## src/rtl/rws_pkg.sv

```systemverilog
package rws_pkg;
  localparam int MIN_WAY_W = 1;
  localparam int MAX_WAY_W = 3;
  localparam int RD_LATENCY = 2;

  function automatic bit way_w_ok(input int w);
    return (w >= MIN_WAY_W) && (w <= MAX_WAY_W);
  endfunction
endpackage

```

## src/rtl/rws_region.sv

```systemverilog
module rws_region #(
  parameter int REGION_W = 20,
  parameter int IDX_W    = 6,
  parameter int WAY_W    = 1,
  localparam int TAG_W   = REGION_W - IDX_W
) (
  input  logic [REGION_W-1:0] region,
  output logic [IDX_W-1:0]    idx,
  output logic [TAG_W-1:0]    tag,
  output logic [WAY_W-1:0]    pref
);
  assign idx  = region[IDX_W-1:0];
  assign tag  = region[REGION_W-1:IDX_W];
  assign pref = region[WAY_W-1:0];
endmodule

```

## src/rtl/rws_table.sv

```systemverilog
module rws_table #(
  parameter int IDX_W   = 6,
  parameter int TAG_W   = 14,
  parameter int WAY_W   = 1,
  localparam int DEPTH  = 1 << IDX_W,
  localparam int ENT_W  = TAG_W + WAY_W
) (
  input  logic             clk,
  input  logic             rst,
  input  logic             rd_en,
  input  logic [IDX_W-1:0] rd_idx,
  input  logic [TAG_W-1:0] rd_tag,
  input  logic [WAY_W-1:0] rd_pref,
  input  logic             wr_en,
  input  logic [IDX_W-1:0] wr_idx,
  input  logic [TAG_W-1:0] wr_tag,
  input  logic [WAY_W-1:0] wr_way,
  output logic             out_hit,
  output logic [WAY_W-1:0] out_way
);
  logic [ENT_W-1:0] mem [DEPTH];
  logic [ENT_W-1:0] mem_q;
  logic [DEPTH-1:0] vld;
  logic             s1_rd;
  logic             s1_vbit;
  logic [TAG_W-1:0] s1_tag;
  logic [WAY_W-1:0] s1_pref;
  logic             match;

  // storage without reset, read-before-write for block RAM inference
  always_ff @(posedge clk) begin
    if (wr_en) mem[wr_idx] <= {wr_tag, wr_way};
    if (rd_en) mem_q <= mem[rd_idx];
  end

  always_ff @(posedge clk) begin
    if (rst) begin
      vld     <= '0;
      s1_rd   <= 1'b0;
      s1_vbit <= 1'b0;
      s1_tag  <= '0;
      s1_pref <= '0;
    end else begin
      if (wr_en) vld[wr_idx] <= 1'b1;
      s1_rd <= rd_en;
      if (rd_en) begin
        s1_vbit <= vld[rd_idx];
        s1_tag  <= rd_tag;
        s1_pref <= rd_pref;
      end
    end
  end

  assign match = s1_vbit && (mem_q[ENT_W-1:WAY_W] == s1_tag);

  always_ff @(posedge clk) begin
    if (rst) begin
      out_hit <= 1'b0;
      out_way <= '0;
    end else if (s1_rd) begin
      out_hit <= match;
      out_way <= match ? mem_q[WAY_W-1:0] : s1_pref;
    end
  end

  // entries are never dropped outside reset
  assert_valid_keep_R1: assert property (@(posedge clk) disable iff (rst)
    $countones(vld) >= $countones($past(vld)));

  // an update is seen by a read of the same region one cycle later
  assert_write_visible_R7: assert property (@(posedge clk) disable iff (rst)
    (rd_en && $past(wr_en) && rd_idx == $past(wr_idx) && rd_tag == $past(wr_tag))
    |=> ##1 (out_hit && out_way == $past(wr_way, 3)));
endmodule

```

## src/rtl/region_way_steer.sv

```systemverilog
module region_way_steer #(
  parameter int ADDR_W   = 32,
  parameter int PAGE_W   = 12,
  parameter int IDX_W    = 6,
  parameter int WAY_W    = 1,
  localparam int REGION_W = ADDR_W - PAGE_W,
  localparam int TAG_W    = REGION_W - IDX_W
) (
  input  logic              clk,
  input  logic              rst,
  input  logic              q_valid,
  input  logic [ADDR_W-1:0] q_addr,
  input  logic              ins_en,
  input  logic [ADDR_W-1:0] ins_addr,
  input  logic [WAY_W-1:0]  ins_way,
  input  logic              hit_en,
  input  logic [ADDR_W-1:0] hit_addr,
  input  logic [WAY_W-1:0]  hit_way,
  output logic              rsp_valid,
  output logic              inst_hit,
  output logic [WAY_W-1:0]  inst_way,
  output logic              pred_hit,
  output logic [WAY_W-1:0]  pred_way
);
  logic [IDX_W-1:0] q_idx, i_idx, h_idx;
  logic [TAG_W-1:0] q_tag, i_tag, h_tag;
  logic [WAY_W-1:0] q_pref, i_pref_unused, h_pref_unused;
  logic             rsp_s1;
  logic             unused_offsets;

  assign unused_offsets = ^{q_addr[PAGE_W-1:0], ins_addr[PAGE_W-1:0],
                            hit_addr[PAGE_W-1:0], i_pref_unused, h_pref_unused};

  rws_region #(.REGION_W(REGION_W), .IDX_W(IDX_W), .WAY_W(WAY_W)) u_q_reg (
    .region(q_addr[ADDR_W-1:PAGE_W]), .idx(q_idx), .tag(q_tag), .pref(q_pref));
  rws_region #(.REGION_W(REGION_W), .IDX_W(IDX_W), .WAY_W(WAY_W)) u_i_reg (
    .region(ins_addr[ADDR_W-1:PAGE_W]), .idx(i_idx), .tag(i_tag), .pref(i_pref_unused));
  rws_region #(.REGION_W(REGION_W), .IDX_W(IDX_W), .WAY_W(WAY_W)) u_h_reg (
    .region(hit_addr[ADDR_W-1:PAGE_W]), .idx(h_idx), .tag(h_tag), .pref(h_pref_unused));

  rws_table #(.IDX_W(IDX_W), .TAG_W(TAG_W), .WAY_W(WAY_W)) u_install_tbl (
    .clk(clk), .rst(rst),
    .rd_en(q_valid), .rd_idx(q_idx), .rd_tag(q_tag), .rd_pref(q_pref),
    .wr_en(ins_en), .wr_idx(i_idx), .wr_tag(i_tag), .wr_way(ins_way),
    .out_hit(inst_hit), .out_way(inst_way));

  rws_table #(.IDX_W(IDX_W), .TAG_W(TAG_W), .WAY_W(WAY_W)) u_lookup_tbl (
    .clk(clk), .rst(rst),
    .rd_en(q_valid), .rd_idx(q_idx), .rd_tag(q_tag), .rd_pref(q_pref),
    .wr_en(hit_en), .wr_idx(h_idx), .wr_tag(h_tag), .wr_way(hit_way),
    .out_hit(pred_hit), .out_way(pred_way));

  always_ff @(posedge clk) begin
    if (rst) begin
      rsp_s1    <= 1'b0;
      rsp_valid <= 1'b0;
    end else begin
      rsp_s1    <= q_valid;
      rsp_valid <= rsp_s1;
    end
  end

  initial begin
    assert_way_width_R9: assert (rws_pkg::way_w_ok(WAY_W));
  end

  assert_reset_clear_R1: assert property (@(posedge clk) disable iff (rst)
    $fell(rst) |-> (!rsp_valid && !inst_hit && !pred_hit));

  assert_rsp_timing_R8: assert property (@(posedge clk) disable iff (rst)
    rsp_valid |-> $past(q_valid, rws_pkg::RD_LATENCY));

  assert_inst_pref_R4: assert property (@(posedge clk) disable iff (rst)
    (rsp_valid && !inst_hit) |-> inst_way == $past(q_addr[PAGE_W +: WAY_W], 2));

  assert_pred_pref_R5: assert property (@(posedge clk) disable iff (rst)
    (rsp_valid && !pred_hit) |-> pred_way == $past(q_addr[PAGE_W +: WAY_W], 2));
endmodule

```

## config.mk

```make
export PLATFORM = sky130hd
export DESIGN_NAME = region_way_steer
export DESIGN_NICKNAME = d
export VERILOG_FILES = /design/src/rtl/rws_pkg.sv /design/src/rtl/rws_region.sv /design/src/rtl/rws_table.sv /design/src/rtl/region_way_steer.sv
export SDC_FILE = /design/constraint.sdc
export NUM_CORES = 2
export LEC_CHECK = 0
export CAP_MARGIN = 20
export CORE_MARGIN = 4
export CORE_UTILIZATION = 33
export DETAILED_ROUTE_END_ITERATION = 10
export RECOVER_POWER = 25
export SYNTH_ARGS = -nofsm -noshare
export SYNTH_HDL_FRONTEND = slang
export SYNTH_SLANG_ARGS = --single-unit
```

## constraint.sdc

```tcl
create_clock -name clk -period 9 [get_ports clk]
set_input_delay 1.8 -clock clk [delete_from_list [all_inputs] [get_ports clk]]
set_output_delay 1.8 -clock clk [all_outputs]
set_load 0.02 [all_outputs]
```

Word-level counts from Yosys, hierarchy flattened:

Memory sizes are Yosys's and may differ from the RTL's. A register that Yosys moved wholly into a read port is not among the register bits.
Index checks and enable logic that the tools add are counted.

* memories kept: 2
* memory bits (writable): 1920
* output and inout port bits: 5
* flip-flop bits (word level): 151
* word-level logic and storage cells: 41
* input port bits: 103

* reduce and logical (&&, ||, !) cells: 4
* bitwise operators: 2
* magnitude comparators: 5
* equal/unequal tests: 2
* muxes and demuxes: 14

Memories
* u_install_tbl.mem: depth 64, bits a word 15, rd ports 1, clocked after memory_dff 1, wr ports 1, line rws_table.sv:21 `logic [ENT_W-1:0] mem [DEPTH];`
* u_lookup_tbl.mem: depth 64, bits a word 15, rd ports 1, clocked after memory_dff 1, wr ports 1, line rws_table.sv:21

Operator list (count)
* $or A64 B64 Y64: 2
* $eq A14 B14 Y1: 2
* $lt A6 B7 Y1 const B: 3
* $bmux W1 S6: 2
* $demux W1 S6: 2
* $ge A6 B1 Y1 const B: 2
* $mux W1: 10
* $logic_and A1 B1 Y1: 4

Logic depth before layout (Yosys ltp):

* depth in word-level cells: 5
* mapped depth: 10
* mapped depth without buffers: 5

Modules after synthesis:

A second synthesis with hierarchy kept.

* cells, all modules: 3698
* area total of the unflattened synthesis: 81279.2 um^2

Modules (own cells, without submodules)
* rws_table (u_lookup_tbl): cells each 1813, instances 1, seq. area each 30939.7 um^2, area each 40378.7 um^2
* rws_table (u_install_tbl): cells each 1818, instances 1, seq. area each 30939.7 um^2, area each 40375.0 um^2
* rws_region: cells each 21, instances 3, seq. area each 0.0 um^2, area each 157.7 um^2
* region_way_steer: cells each 4, instances 1, seq. area each 40.0 um^2, area each 52.6 um^2

Worst setup path before layout:

Ideal clock, no wire load.

* kind: input to register
* start point: input port q_addr[13]
* end point: register u_install_tbl.mem_q[14] (read register of u_install_tbl.mem) (data pin)
* stages: 5
* arrival: 3.798 ns
* setup slack: 4.930 ns
* setup time: 0.272 ns
* buffers on the path: 3
* data required time: 8.728 ns
* cells stage by stage: buf_2 > clkbuf_1 > buf_1 > mux4_2 > mux4_2

RTL lines
* from (decl): line region_way_steer.sv:12 `input logic [ADDR_W-1:0] q_addr,`
* to (decl): line rws_table.sv:22 `logic [ENT_W-1:0] mem_q;`

==> run summary <==
The flow ran to the end, but the final reports show violations. The checks that failed: max-capacitance violations, max-slew violations. Data arrives at the worst endpoint at 5.86 ns. In this run the worst path has a maximum fanout of 88. The worst register-to-register path has a depth of 5. Counting flops with a built-in enable in the synthesized netlist gives 1950. The congestion estimate from routability-driven global placement came to 0.7735.

The fraction of final layout cells with drive strength greater than 1 was 30.94%. Summed over all nets, the switching power comes to 4.326 mW. The headroom to the max-slew limit was -129.9%; the critical path depth was 4. The tools report the count of endpoints failing hold in the final timing report as 0.

The synthesized design devotes to its leading area cell type 72.98% of total area. The gate count after technology mapping is 3606, and the number of max-slew violations in the final report is 1048. The number of instances on the worst hold path was 2; the total length of routed met3 wires was 13.84 mm. In this run, post-CTS repair resized a total of 0 instances. The post-layout net count was 3977. STA classifies the critical path startpoint as an input pin.

The smallest clock period supported by the final layout is computed as 5.208 ns. The detailed router put a total of 80.90 mm of wire on met1. Setup violations remaining at the end of the flow were counted as 0. The number of vias after detailed routing is 37540, and the power density of the placed cells is 220.6 nW/um^2. Summed over all layers, the routed wires come to 195.5 mm. The floorplan die width was 501.1 um; the required time of the critical path was 9.65 ns. For this run, the detailed router's first-pass iteration total came to 5. The part of the total power dissipated in sequential elements is 52.8%. The wire length per cell after detailed routing was 27.00 um. The DRC violation total after the first TritonRoute iteration is 4241. TritonCTS built the clock tree. The biggest area contributor in the post-synthesis netlist is sky130_fd_sc_hd__edfxtp_1. The initial utilization of the core area, before any placement, comes to 33.26%. The number of different library cells used by synthesis comes to 36. Across the run, the number of max-cap violations was 21.

The tools report the share of total power in the clock network as 42.3%. The category of the critical setup timing path is input pin to flip-flop. Smallest hold slack: 0.4678 ns.

Combinational logic burns 4.9% of the power. Clock tree synthesis selected as its root buffer the cell sky130_fd_sc_hd__clkbuf_16. In the layout the commonest cells are sky130_fd_sc_hd__edfxtp_1, sky130_fd_sc_hd__mux4_2, sky130_fd_sc_hd__nor2_1. Together, buffers and inverters on the worst path number 2. The dominant delay contributor by cell family on the critical path is buffers and inverters. In this run the worst hold path is classified as flip-flop to flip-flop. The sum of negative setup slack is 0 ns, and the post-CTS repair timing setup buffer count is 0. Clock tree synthesis inserted a total of 202 buffers.

The clock edge transition at the registers on the reported setup and hold paths was 0.06 ns; the number of rows created at floorplan was 180. The fraction of synthesis flops using an asynchronous set or reset pin works out to 0%. The number of hold buffers added after CTS was 0.

The number of levels in the clock H-tree was 4; the pin slew with the least headroom to its limit was 3.449 ns. The synthesized cell area was 80240 sq um; the total DRC errors in the routed layout was 0. The maximum number of pins on one net before global-route repair came out at 122.

Walking the worst path, the cells encountered are clkbuf_1 > buf_4 > nand2b_1 > o32ai_1. The logs give 37640 for the number of global-route vias before repair and 76.75% for the sequential element share of the synthesized area. The logs give 0.03388 ns for the worst-case clock skew and 96.40 mm for the total met2 wirelength after detailed routing. Leaving out fill and tap cells, the most frequent cell in the layout is sky130_fd_sc_hd__edfxtp_1. After layout, the worst path uses 57.87% of the clock period.

The average vias per placed instance came out at 5.183. The cell count after placement is 6836, and the die outline height is 501.1 um. The post-synthesis register bit count is 2101. The slowest stage of the critical path belongs to the cell sky130_fd_sc_hd__clkbuf_1.

The number of warning messages in the yosys log was 0. The first global-routing pass estimated 279.5 mm of wire. The worst voltage drop across the vdd grid was 0.1709 mV. After synthesis, the cell types taking the most area are sky130_fd_sc_hd__edfxtp_1, sky130_fd_sc_hd__mux4_2, sky130_fd_sc_hd__dfxtp_1. The total overflow left after global routing is 0. Count of input and output buffers: 71. In this run the deepest clock path goes through 3 buffers. Global routing consumed, over all layers together, 15.42% of the routing resources. Initial antenna violation count: 20.

The region available for standard cell placement spans 241200 sq um. In this run switching power makes up 21.17% of total power. During I/O placement, the number of pins put on the boundary was 108. The clock latency of the later-clocked register in the worst-skew pair was 0.83 ns; the per-instance average area after synthesis was 22.25 sq um. Static timing analysis puts the maximum clock frequency at 0.1920 GHz.

From synthesis to final layout, the design area changed by 15.48%. The most used flip-flop cell after synthesis is sky130_fd_sc_hd__edfxtp_1. The fill cell instance count of the final layout was 21460. Type of destination of the critical path: a flip-flop. For the static leakage power, the log shows 28.62 nW. On the worst path, the slowest cell contributes a delay of 2.37 ns. Cells fill 38.41% of the core in the end. Internal power comes to 16.11 mW. For the final non-filler cell total, the log shows 7243. For flop-to-flop paths, the worst setup slack is 6.13 ns.

The number of nets handed over by synthesis was 3709. The clock net in this run drives a total of 2101 sinks. In this run the top signal layer used is met5.

The die area is 251100 sq um, and the antenna violation net count after detailed routing is 0. For the placed wire-length estimate, the log shows 109.8 mm. Setup repair after global routing left no endpoint under its margin.
[state kept, by name (all words and copies together), names as in the netlist, 14 cells and up]
name                  flops
u_install_tbl.mem       960
u_install_tbl.mem_q      15
u_lookup_tbl.mem_q       15
u_install_tbl.vld        64
u_lookup_tbl.mem        960
u_install_tbl.s1_tag     14
u_lookup_tbl.vld         64
[power groups by stage]
stage	sequential, mW	clock [mW]	combinational (mW)
floorplan	11.0	0	0.570
global placement	11.0	0	1.00
detailed placement	11.0	0	1.02
CTS	10.8	8.83	1.02
global route	10.8	9.25	1.07
finish	10.8	8.64	1.00
[through the flow]
| step | area, sq um | power, mW | worst slack [ns] |
|---|---|---|---|
| after global routing | 92630 | 21.11 | 3.486 |
| after floorplan | 80240 | 11.55 | 4.930 |
| after detailed placement | 85720 | 12.02 | 3.481 |
| final | 92650 | 20.44 | 3.792 |
| after CTS | 92510 | 20.63 | 4.389 |
| after global placement | 85490 | 11.99 | 3.475 |
[Yosys cell counts, types with 3 or more instances]
cell / number
sky130_fd_sc_hd__edfxtp_1: 1950
sky130_fd_sc_hd__mux4_2: 628
sky130_fd_sc_hd__nor2_1: 408
sky130_fd_sc_hd__dfxtp_1: 151
sky130_fd_sc_hd__clkbuf_1: 97
sky130_fd_sc_hd__mux2i_1: 60
sky130_fd_sc_hd__buf_2: 50
sky130_fd_sc_hd__a211oi_1: 32
sky130_fd_sc_hd__nor2b_1: 32
sky130_fd_sc_hd__xnor2_1: 28
sky130_fd_sc_hd__nand2_1: 23
sky130_fd_sc_hd__buf_1: 19
sky130_fd_sc_hd__buf_4: 19
sky130_fd_sc_hd__nand3_1: 12
sky130_fd_sc_hd__nand3b_1: 9
sky130_fd_sc_hd__and2_1: 8
sky130_fd_sc_hd__nand4_1: 8
sky130_fd_sc_hd__a31oi_1: 7
sky130_fd_sc_hd__buf_6: 7
sky130_fd_sc_hd__o31a_1: 7
sky130_fd_sc_hd__a22o_1: 6
sky130_fd_sc_hd__a22oi_1: 6
sky130_fd_sc_hd__a211o_1: 5
sky130_fd_sc_hd__nand2b_1: 5
sky130_fd_sc_hd__or2_2: 4
sky130_fd_sc_hd__or3b_2: 4
sky130_fd_sc_hd__or3_1: 3
[kinds of logic (layout without fill, tap and decap cells)]
kind of cell	count (synthesis)	after routing	share of synthesized area (%)
buffers and inverters	194	638	1.140
other	0	8	0
xor gates and xnor gates	28	28	0.3056
and+or+nand+nor	522	522	2.731
muxes	688	688	18.38
DFF	2101	2101	76.75
AOI/OAI and AO/OA	73	73	0.7002
[layer usage]
metal / track usage (%) / up-vias
met1: 21.31 / 20340
li1: - / 15580
met5: 0 / -
met4: 3.693 / 2
met2: 25.19 / 1357
met3: 3.064 / 256
[final timing paths]
kind	start	to
worst max-delay path	rst	u_lookup_tbl.s1_vbit
worst min-delay path	u_install_tbl.vld[49]	u_install_tbl.vld[49]
worst max register to register	u_lookup_tbl.mem[23][3]	u_lookup_tbl.mem_q[3]
worst min register to register	u_install_tbl.vld[49]	u_install_tbl.vld[49]
[layout make-up]
class | instances | area (sq um) | area share [%]
repair buffers | 256 | 2245 | 2.423
diodes | 8 | 20.02 | 0.02161
flip-flops and latches | 2101 | 61580 | 66.46
inverters | 2 | 7.507 | 0.008103
clock buffers | 241 | 5389 | 5.816
clock inverters | 139 | 1398 | 1.508
well taps | 3185 | 3985 | 4.301
multi-input cells | 1311 | 18030 | 19.46
[worst register-to-register path, stage by stage (launching register included)]
cell	delay, ns
sky130_fd_sc_hd__edfxtp_1	0.35
sky130_fd_sc_hd__mux4_2	0.48
sky130_fd_sc_hd__mux4_2	0.55
sky130_fd_sc_hd__nor2b_1	0.17
sky130_fd_sc_hd__a211oi_1	0.82
sky130_fd_sc_hd__a31oi_1	0.17
Note: power is estimated with default switching activity, not from simulation.
